**config.mk**
```make
export PLATFORM = sky130hd
export DESIGN_NAME = quad_pulse_counter
export DESIGN_NICKNAME = d
export VERILOG_FILES = /design/src/rtl/qpc_pkg.sv /design/src/rtl/qpc_sampler.sv /design/src/rtl/qpc_tracker.sv /design/src/rtl/qpc_counter.sv /design/src/rtl/qpc_flags.sv /design/src/rtl/quad_pulse_counter.sv
export SDC_FILE = /design/constraint.sdc
export NUM_CORES = 1
export LEC_CHECK = 0
export CAP_MARGIN = 20
export CORE_UTILIZATION = 52
export CTS_CLUSTER_DIAMETER = 60
export DETAILED_ROUTE_END_ITERATION = 16
export PLACE_DENSITY = 0.93
export SLEW_MARGIN = 20
export SYNTH_ARGS = -nofsm -noshare
export SYNTH_HDL_FRONTEND = slang
export SYNTH_SLANG_ARGS = --single-unit
```
**constraint.sdc**
```tcl
create_clock -name clk_i -period 8.1 [get_ports clk_i]
set_clock_uncertainty 0.2 [all_clocks]
set_input_delay 2.025 -clock clk_i [delete_from_list [all_inputs] [get_ports clk_i]]
set_output_delay 2.025 -clock clk_i [all_outputs]
set_load 0.005 [all_outputs]
```
**src/rtl/qpc_pkg.sv**
```systemverilog
package qpc_pkg;
  localparam int NFLAG = 8;
  localparam int NCNT  = 2;

  typedef enum logic [1:0] {
    MD_OFF    = 2'd0,
    MD_SINGLE = 2'd1,
    MD_DUAL   = 2'd2,
    MD_QUAD   = 2'd3
  } mode_e;

  localparam int F_DIRCHG = 0;
  localparam int F_WRAP   = 1;
  localparam int F_HIT0   = 2;
  localparam int F_HIT1   = 3;
  localparam int F_TRANS  = 4;
  localparam int F_QERR   = 5;
  localparam int F_FLEND  = 6;
  localparam int F_FLBEG  = 7;
endpackage

```
**src/rtl/qpc_sampler.sv**
```systemverilog
module qpc_sampler #(
  parameter int CH = 2
) (
  input  logic          clk_i,
  input  logic          rst_ni,
  input  logic [CH-1:0] lvl_i,
  output logic [CH-1:0] cur_o,
  output logic [CH-1:0] prev_o,
  output logic [CH-1:0] chg_o,
  output logic [CH-1:0] rise_o
);
  logic [CH-1:0] cur_q, prev_q;

  always_ff @(posedge clk_i or negedge rst_ni) begin
    if (!rst_ni) begin
      cur_q  <= '0;
      prev_q <= '0;
    end else begin
      cur_q  <= lvl_i;
      prev_q <= cur_q;
    end
  end

  assign cur_o  = cur_q;
  assign prev_o = prev_q;
  assign chg_o  = cur_q ^ prev_q;
  assign rise_o = cur_q & ~prev_q;
endmodule

```
**src/rtl/qpc_tracker.sv**
```systemverilog
module qpc_tracker #(
  parameter int HIST_W = 4
) (
  input  logic              clk_i,
  input  logic              rst_ni,
  input  logic              en_i,
  input  logic [1:0]        cur_i,
  input  logic [1:0]        prev_i,
  output logic [1:0]        phase_o,
  output logic              step_o,
  output logic              cw_o,
  output logic              qerr_o,
  output logic              dir_chg_o,
  output logic              fl_start_o,
  output logic              fl_end_o,
  output logic              dir_o,
  output logic [HIST_W-1:0] hist_o,
  output logic              flutter_o
);
  function automatic logic [1:0] phase_of(input logic [1:0] l);
    unique case (l)
      2'b00:   phase_of = 2'd0;
      2'b01:   phase_of = 2'd1;
      2'b11:   phase_of = 2'd2;
      default: phase_of = 2'd3;
    endcase
  endfunction

  logic [1:0]        chg;
  logic [1:0]        tally_q;
  logic              dir_q, flut_q, past_vld_q;
  logic [HIST_W-1:0] hist_q;

  assign chg        = cur_i ^ prev_i;
  assign phase_o    = phase_of(cur_i);
  assign step_o     = en_i && (chg == 2'b01 || chg == 2'b10);
  assign qerr_o     = en_i && (chg == 2'b11);
  assign cw_o       = phase_of(cur_i) == phase_of(prev_i) + 2'd1;
  assign dir_chg_o  = step_o && (cw_o != dir_q);
  assign fl_start_o = step_o && !flut_q && (tally_q == 2'd2) &&
                      (cw_o != hist_q[0]) && (hist_q[0] != hist_q[1]);
  assign fl_end_o   = step_o && flut_q && (cw_o == hist_q[0]);

  always_ff @(posedge clk_i or negedge rst_ni) begin
    if (!rst_ni) begin
      dir_q      <= 1'b0;
      hist_q     <= '0;
      tally_q    <= '0;
      flut_q     <= 1'b0;
      past_vld_q <= 1'b0;
    end else begin
      past_vld_q <= 1'b1;
      if (!en_i) begin
        tally_q <= '0;
        flut_q  <= 1'b0;
      end else if (step_o) begin
        dir_q   <= cw_o;
        hist_q  <= {hist_q[HIST_W-2:0], cw_o};
        tally_q <= (tally_q == 2'd2) ? 2'd2 : tally_q + 2'd1;
        if (fl_start_o)    flut_q <= 1'b1;
        else if (fl_end_o) flut_q <= 1'b0;
      end
    end
  end

  assign dir_o     = dir_q;
  assign hist_o    = hist_q;
  assign flutter_o = flut_q;

  AST_FLUT_RISE_ON_STEP: assert property (@(posedge clk_i) disable iff (!rst_ni)
    (past_vld_q && $rose(flut_q)) |-> $past(step_o));
  AST_QERR_KEEPS_DIR: assert property (@(posedge clk_i) disable iff (!rst_ni)
    qerr_o |=> ($stable(dir_q) && $stable(hist_q)));
endmodule

```
**src/rtl/qpc_counter.sv**
```systemverilog
module qpc_counter #(
  parameter int W = 24
) (
  input  logic         clk_i,
  input  logic         rst_ni,
  input  logic         inc_i,
  input  logic [W-1:0] cmp_i,
  output logic [W-1:0] cnt_o,
  output logic         wrap_o,
  output logic         hit_o
);
  logic [W-1:0] cnt_q, nxt;
  logic         past_vld_q;

  assign nxt    = cnt_q + 1'b1;
  assign wrap_o = inc_i && (&cnt_q);
  assign hit_o  = inc_i && (nxt == cmp_i);

  always_ff @(posedge clk_i or negedge rst_ni) begin
    if (!rst_ni) begin
      cnt_q      <= '0;
      past_vld_q <= 1'b0;
    end else begin
      past_vld_q <= 1'b1;
      if (inc_i) cnt_q <= nxt;
    end
  end

  assign cnt_o = cnt_q;

  AST_CNT_UNIT_STEP: assert property (@(posedge clk_i) disable iff (!rst_ni)
    (past_vld_q && cnt_q != $past(cnt_q)) |-> (cnt_q == $past(cnt_q) + 1'b1));
endmodule

```
**src/rtl/qpc_flags.sv**
```systemverilog
module qpc_flags #(
  parameter int N = 8
) (
  input  logic         clk_i,
  input  logic         rst_ni,
  input  logic [N-1:0] set_i,
  input  logic [N-1:0] clr_i,
  input  logic [N-1:0] en_i,
  output logic [N-1:0] flags_o,
  output logic         irq_o
);
  logic [N-1:0] flags_q;

  always_ff @(posedge clk_i or negedge rst_ni) begin
    if (!rst_ni) flags_q <= '0;
    else         flags_q <= (flags_q & ~clr_i) | set_i;
  end

  assign flags_o = flags_q;
  assign irq_o   = |(flags_q & en_i);

  AST_FLAG_STICKY: assert property (@(posedge clk_i) disable iff (!rst_ni)
    (|(flags_q & ~clr_i)) |=> ((flags_q & $past(flags_q & ~clr_i)) == $past(flags_q & ~clr_i)));
  AST_SET_WINS: assert property (@(posedge clk_i) disable iff (!rst_ni)
    (|set_i) |=> ((flags_q & $past(set_i)) == $past(set_i)));
endmodule

```
**src/rtl/quad_pulse_counter.sv**
```systemverilog
module quad_pulse_counter
  import qpc_pkg::*;
#(
  parameter int CNT_W  = 24,
  parameter int HIST_W = 4
) (
  input  logic              clk_i,
  input  logic              rst_ni,
  input  logic [1:0]        mode_i,
  input  logic              flut_stop_en_i,
  input  logic              flut_dual_en_i,
  input  logic [1:0]        ch_i,
  input  logic [CNT_W-1:0]  cmp0_i,
  input  logic [CNT_W-1:0]  cmp1_i,
  input  logic [NFLAG-1:0]  irq_en_i,
  input  logic [NFLAG-1:0]  flag_clr_i,
  output logic [CNT_W-1:0]  cnt0_o,
  output logic [CNT_W-1:0]  cnt1_o,
  output logic [NFLAG-1:0]  flags_o,
  output logic [1:0]        state_o,
  output logic [1:0]        lvl_o,
  output logic [1:0]        lvl_prev_o,
  output logic              dir_o,
  output logic [HIST_W-1:0] dir_hist_o,
  output logic              flutter_o,
  output logic              irq_o
);
  mode_e                        mode;
  logic [1:0]                   cur, prev, chg, rise;
  logic                         step, cw, qerr, dir_chg, fl_start, fl_end, flut;
  logic                         hold, fallback;
  logic [NCNT-1:0]              inc, wrap, hit;
  logic [NCNT-1:0][CNT_W-1:0]   cmp_v, cnt_v;
  logic [NFLAG-1:0]             set_v;

  assign mode = mode_e'(mode_i);

  qpc_sampler #(.CH(2)) u_sampler (
    .clk_i, .rst_ni, .lvl_i(ch_i),
    .cur_o(cur), .prev_o(prev), .chg_o(chg), .rise_o(rise)
  );

  qpc_tracker #(.HIST_W(HIST_W)) u_tracker (
    .clk_i, .rst_ni,
    .en_i(mode == MD_QUAD),
    .cur_i(cur), .prev_i(prev),
    .phase_o(state_o), .step_o(step), .cw_o(cw), .qerr_o(qerr),
    .dir_chg_o(dir_chg), .fl_start_o(fl_start), .fl_end_o(fl_end),
    .dir_o(dir_o), .hist_o(dir_hist_o), .flutter_o(flut)
  );

  assign hold     = (mode == MD_OFF) || (mode == MD_QUAD && flut && flut_stop_en_i);
  assign fallback = (mode == MD_QUAD) && flut && flut_dual_en_i;

  always_comb begin
    inc = '0;
    if (!hold) begin
      unique case (mode)
        MD_SINGLE: inc[0] = rise[0];
        MD_DUAL:   inc    = rise;
        MD_QUAD: begin
          if (fallback) inc = qerr ? 2'b00 : rise;
          else          inc = {step & ~cw, step & cw};
        end
        default:   inc = '0;
      endcase
    end
  end

  assign cmp_v[0] = cmp0_i;
  assign cmp_v[1] = cmp1_i;

  for (genvar g = 0; g < NCNT; g++) begin : g_cnt
    qpc_counter #(.W(CNT_W)) u_cnt (
      .clk_i, .rst_ni,
      .inc_i(inc[g]), .cmp_i(cmp_v[g]),
      .cnt_o(cnt_v[g]), .wrap_o(wrap[g]), .hit_o(hit[g])
    );
  end

  always_comb begin
    set_v           = '0;
    set_v[F_DIRCHG] = dir_chg;
    set_v[F_WRAP]   = |wrap;
    set_v[F_HIT0]   = hit[0];
    set_v[F_HIT1]   = hit[1];
    set_v[F_TRANS]  = (mode != MD_OFF) && (|chg);
    set_v[F_QERR]   = qerr;
    set_v[F_FLEND]  = fl_end;
    set_v[F_FLBEG]  = fl_start;
  end

  qpc_flags #(.N(NFLAG)) u_flags (
    .clk_i, .rst_ni,
    .set_i(set_v), .clr_i(flag_clr_i), .en_i(irq_en_i),
    .flags_o(flags_o), .irq_o(irq_o)
  );

  assign cnt0_o     = cnt_v[0];
  assign cnt1_o     = cnt_v[1];
  assign lvl_o      = cur;
  assign lvl_prev_o = prev;
  assign flutter_o  = flut;

  AST_OFF_HOLD: assert property (@(posedge clk_i) disable iff (!rst_ni)
    (mode_i == 2'd0) |=> ($stable(cnt0_o) && $stable(cnt1_o)));
  AST_QERR_NO_COUNT: assert property (@(posedge clk_i) disable iff (!rst_ni)
    (mode_i == 2'd3 && lvl_o == ~lvl_prev_o) |=> ($stable(cnt0_o) && $stable(cnt1_o)));
  AST_FLUT_FREEZE: assert property (@(posedge clk_i) disable iff (!rst_ni)
    (mode_i == 2'd3 && flutter_o && flut_stop_en_i) |=> ($stable(cnt0_o) && $stable(cnt1_o)));
  AST_SINGLE_CNT1_HOLD: assert property (@(posedge clk_i) disable iff (!rst_ni)
    (mode_i == 2'd1) |=> $stable(cnt1_o));
endmodule

```
==> run_results.csv <==
group,metric,value,unit
synthesis,netlist_area,4720,sq um
place,dpl.hpwl,9450,microns
critical_path,cp_slowest_cell,"clkdlybuf4s50_1",
global_route,grt_usage,0.270,
routing,drtPass1Iterations,5,
synthesis,ys_ff_latch,67,
synthesis,yosysWarnings,0,
synthesis,yosys.area.top_type,"dfrtp_1",
routing,drc,0,
place,place_congestion,0.914,
global_route,antenna_found_initial,0,
timing,max-slew-margin-rel,0.436,
timing,period_minus_slack,5.47,ns
floorplanning,std_cell_rows,34,
synthesis,synth_cell_types,56,
finish,diodes,0,
timing,worst_slew_pin_slew,0.846,ns
global_route,grt_max_degree,68,
floorplanning,die_area,9460,sq um
global_route,grt_pass1_vias,4354,
synthesis,synthFlopType,"dfrtp_1",
routing,routed-via-count,4251,
place,dp.cells,735,
timing,finalSetupViolations,0,
floorplanning,dieWidth,97.2,microns
flow_run,maxCapViolCount,0,
floorplanning,ios,141,
finish,finalNonFillerCells,750,
clock_tree,post_cts_buffers,0,
routing,drtAntennaViolNets,0,
finish,fill_cells,657,
clock_tree,numCtsBuffers,9,
timing,drv_slew,0,
synthesis,synthTopCellsByArea,"dfrtp_1, xnor2_1, xor2_1",
synthesis,synthTopCellsByCount,"xnor2_1, dfrtp_1, nand2_1",
timing,fin_tns_setup,0,ns
timing,fmax,183,MHz
synthesis,yosysMostFrequentCell,"xnor2_1",
critical_path,critPathBufInv,2,
clock_tree,cts_hold_buf,0,
clock_tree,htreeDepth,3,
clock_tree,cts_tree,"built",
clock_tree,cts-root-buf,"clkbuf_8",
timing,worst_slack,2.63,ns
synthesis,yosysTopAreaCellShare,0.355,
floorplanning,core-area,8760,sq um
synthesis,yosysSeqAreaShare,0.355,
critical_path,critPathMaxStageDelay,0.45,ns
global_route,grt-ovfl-total,0,
clock_tree,clkTransAtPathRegs,0.07,ns
synthesis,async_flop_share,1.00,
timing,finalHoldViolCount,0,
floorplanning,start_util,0.538,
finish,nNetsFinal,726,
critical_path,critical_path.top_delay_family,"buffers and inverters",
clock_tree,cts.path.max_buffers,2,
status,status,"finished clean",
critical_path,start_kind,"input pin",
place,dp_slack,2.60,ns
finish,areaGrowthSynthToFinish,33.7,%
floorplanning,dieHeight,97.2,microns
synthesis,synth_edf_count,0,
finish,drive_gt1_frac,0.0623,
synthesis,syn_area_per_cell,9.25,sq um
global_route,grt_pass1_wl,21000,microns
routing,wire_per_inst,16.5,microns
timing,post-route-period-util,0.676,
clock_tree,ctsResizeCount,0,
critical_path,cp_max_fo,1,
routing,viasPerCell,5.67,
critical_path,required,5.88,ns
critical_path,path_class,"in -> out",
worst_hold_path,min_path_type,"reg -> reg",
synthesis,synth_nets,598,
synthesis,syn_inst,510,
power_and_ir_drop,ir_worst_vdd,0.121,mV
power_and_ir_drop,power_density,156,nW/um^2
clock_tree,clock_latency,0.33,ns
timing,rsz0062_at_grt,"false",
critical_path,cpMostUsedCell,"clkdlybuf4s50_1",
critical_path,worstPathArrival,3.25,ns
critical_path,end_kind,"output port",
place,io_buffers,140,
critical_path,worstPathCellList,"clkdlybuf4s50_1, a22oi_1, nand4_1, clkdlybuf4s50_1",
routing,drtIter0Drc,247,
power_and_ir_drop,leakagePower,2.50,nW
routing,drt_wl_total,12400,microns
clock_tree,cts_num_sinks,67,
## layout by cell type (no fill, tap or decap), drive strengths merged, types with 9 or more instances in the layout
cell,count
clkdlybuf4s50,139
nor4,9
a21oi,12
nor2,27
o21ai,9
nand4,24
clkbuf,12
inv,25
nand2b,9
dfrtp,67
xnor2,85
ha,16
nor3,17
nand2,43
nand3,25
xor2,30
## sequential cells by signal (all words and copies together) (netlist names)
name and flops:
g_cnt.u_cnt.cnt_o 48, u_flags.flags_o 8, u_tracker.hist_o 4, u_sampler.cur_o 2
u_sampler.prev_o 2, u_tracker.tally_q 2, u_tracker.flutter_o 1
## worst register-to-register path, delay by kind of cell, from the launching register on
kind	cells	cell delay (ns)
buf+inv	2	0.11
fa+ha+maj	2	0.67
compound gates	3	1.02
flops	1	0.42
simple gates	4	0.92
## layout make-up
class,count,area (sq um),share of cell area
clock inverters,3,40.0,0.00635
clock buffers,12,135,0.0214
flip-flops and latches,67,1680,0.266
inverters,25,93.8,0.0149
repair buffers,142,1410,0.224
multi-input cells,393,2810,0.446
well taps,108,135,0.0214
## cell families (layout without fill, tap and decap cells)
kind of cell	after synthesis	in the layout	share of synthesized area
buffers and inverters	50	182	0.0483
flip-flops	67	67	0.355
AO/OA/AOI/OAI	54	54	0.0798
multiplexers	14	14	0.0316
adder cells (fa/ha/maj)	16	16	0.0424
XOR/XNOR	115	115	0.214
AND/OR/NAND/NOR	194	194	0.229
## final timing paths
kind / depth (start not counted) / slack [ns] / endpoint / start
min: 0 / 0.27 / u_sampler.prev_o[1]$_DFF_PN0_ / u_sampler.cur_o[1]$_DFF_PN0_
max reg2reg: 11 / 4.66 / u_flags.flags_o[2]$_DFF_PN0_ / u_sampler.prev_o[0]$_DFF_PN0_
min in group asynchronous: 2 / 1.67 / g_cnt[1].u_cnt.cnt_o[7]$_DFFE_PN0P_ / rst_ni
max: 4 / 2.63 / irq_o / irq_en_i[5]
min reg2reg: 0 / 0.27 / u_sampler.prev_o[1]$_DFF_PN0_ / u_sampler.cur_o[1]$_DFF_PN0_
max in group asynchronous: 2 / 5.46 / u_tracker.hist_o[2]$_DFFE_PN0P_ / rst_ni
## report_power, final
part / switching, W / total, W / internal [W]
registers: 0.0000585 / 0.000425 / 0.000367
logic: 0.000121 / 0.000296 / 0.000175
clock network: 0.000123 / 0.000263 / 0.000140
total: 0.000303 / 0.000985 / 0.000682
## layer usage
| layer | routed length [microns] | vias to the layer above | global-route usage |
|---|---|---|---|
| li1 | - | 2019 | - |
| met1 | 5120 | 2012 | 0.344 |
| met2 | 6220 | 198 | 0.469 |
| met3 | 780 | 22 | 0.0475 |
| met4 | 242 | 0 | 0.0860 |
| met5 | 0 | - | 0 |
## stage by stage
| stage | hold slack, ns | total power (W) | utilization | cell area [sq um] |
|---|---|---|---|---|
| after global routing | 0.290 | 0.00104 | 0.719 | 6300 |
| after floorplan | 0.244 | 0.000575 | - | 4720 |
| after CTS | 0.276 | 0.000993 | 0.719 | 6300 |
| final | 0.274 | 0.000985 | 0.719 | 6300 |
| after global placement | 0.261 | 0.000716 | 0.699 | 6130 |
| after detailed placement | 0.260 | 0.000728 | 0.699 | 6130 |
No activity file was read; power rests on OpenSTA's default activity.
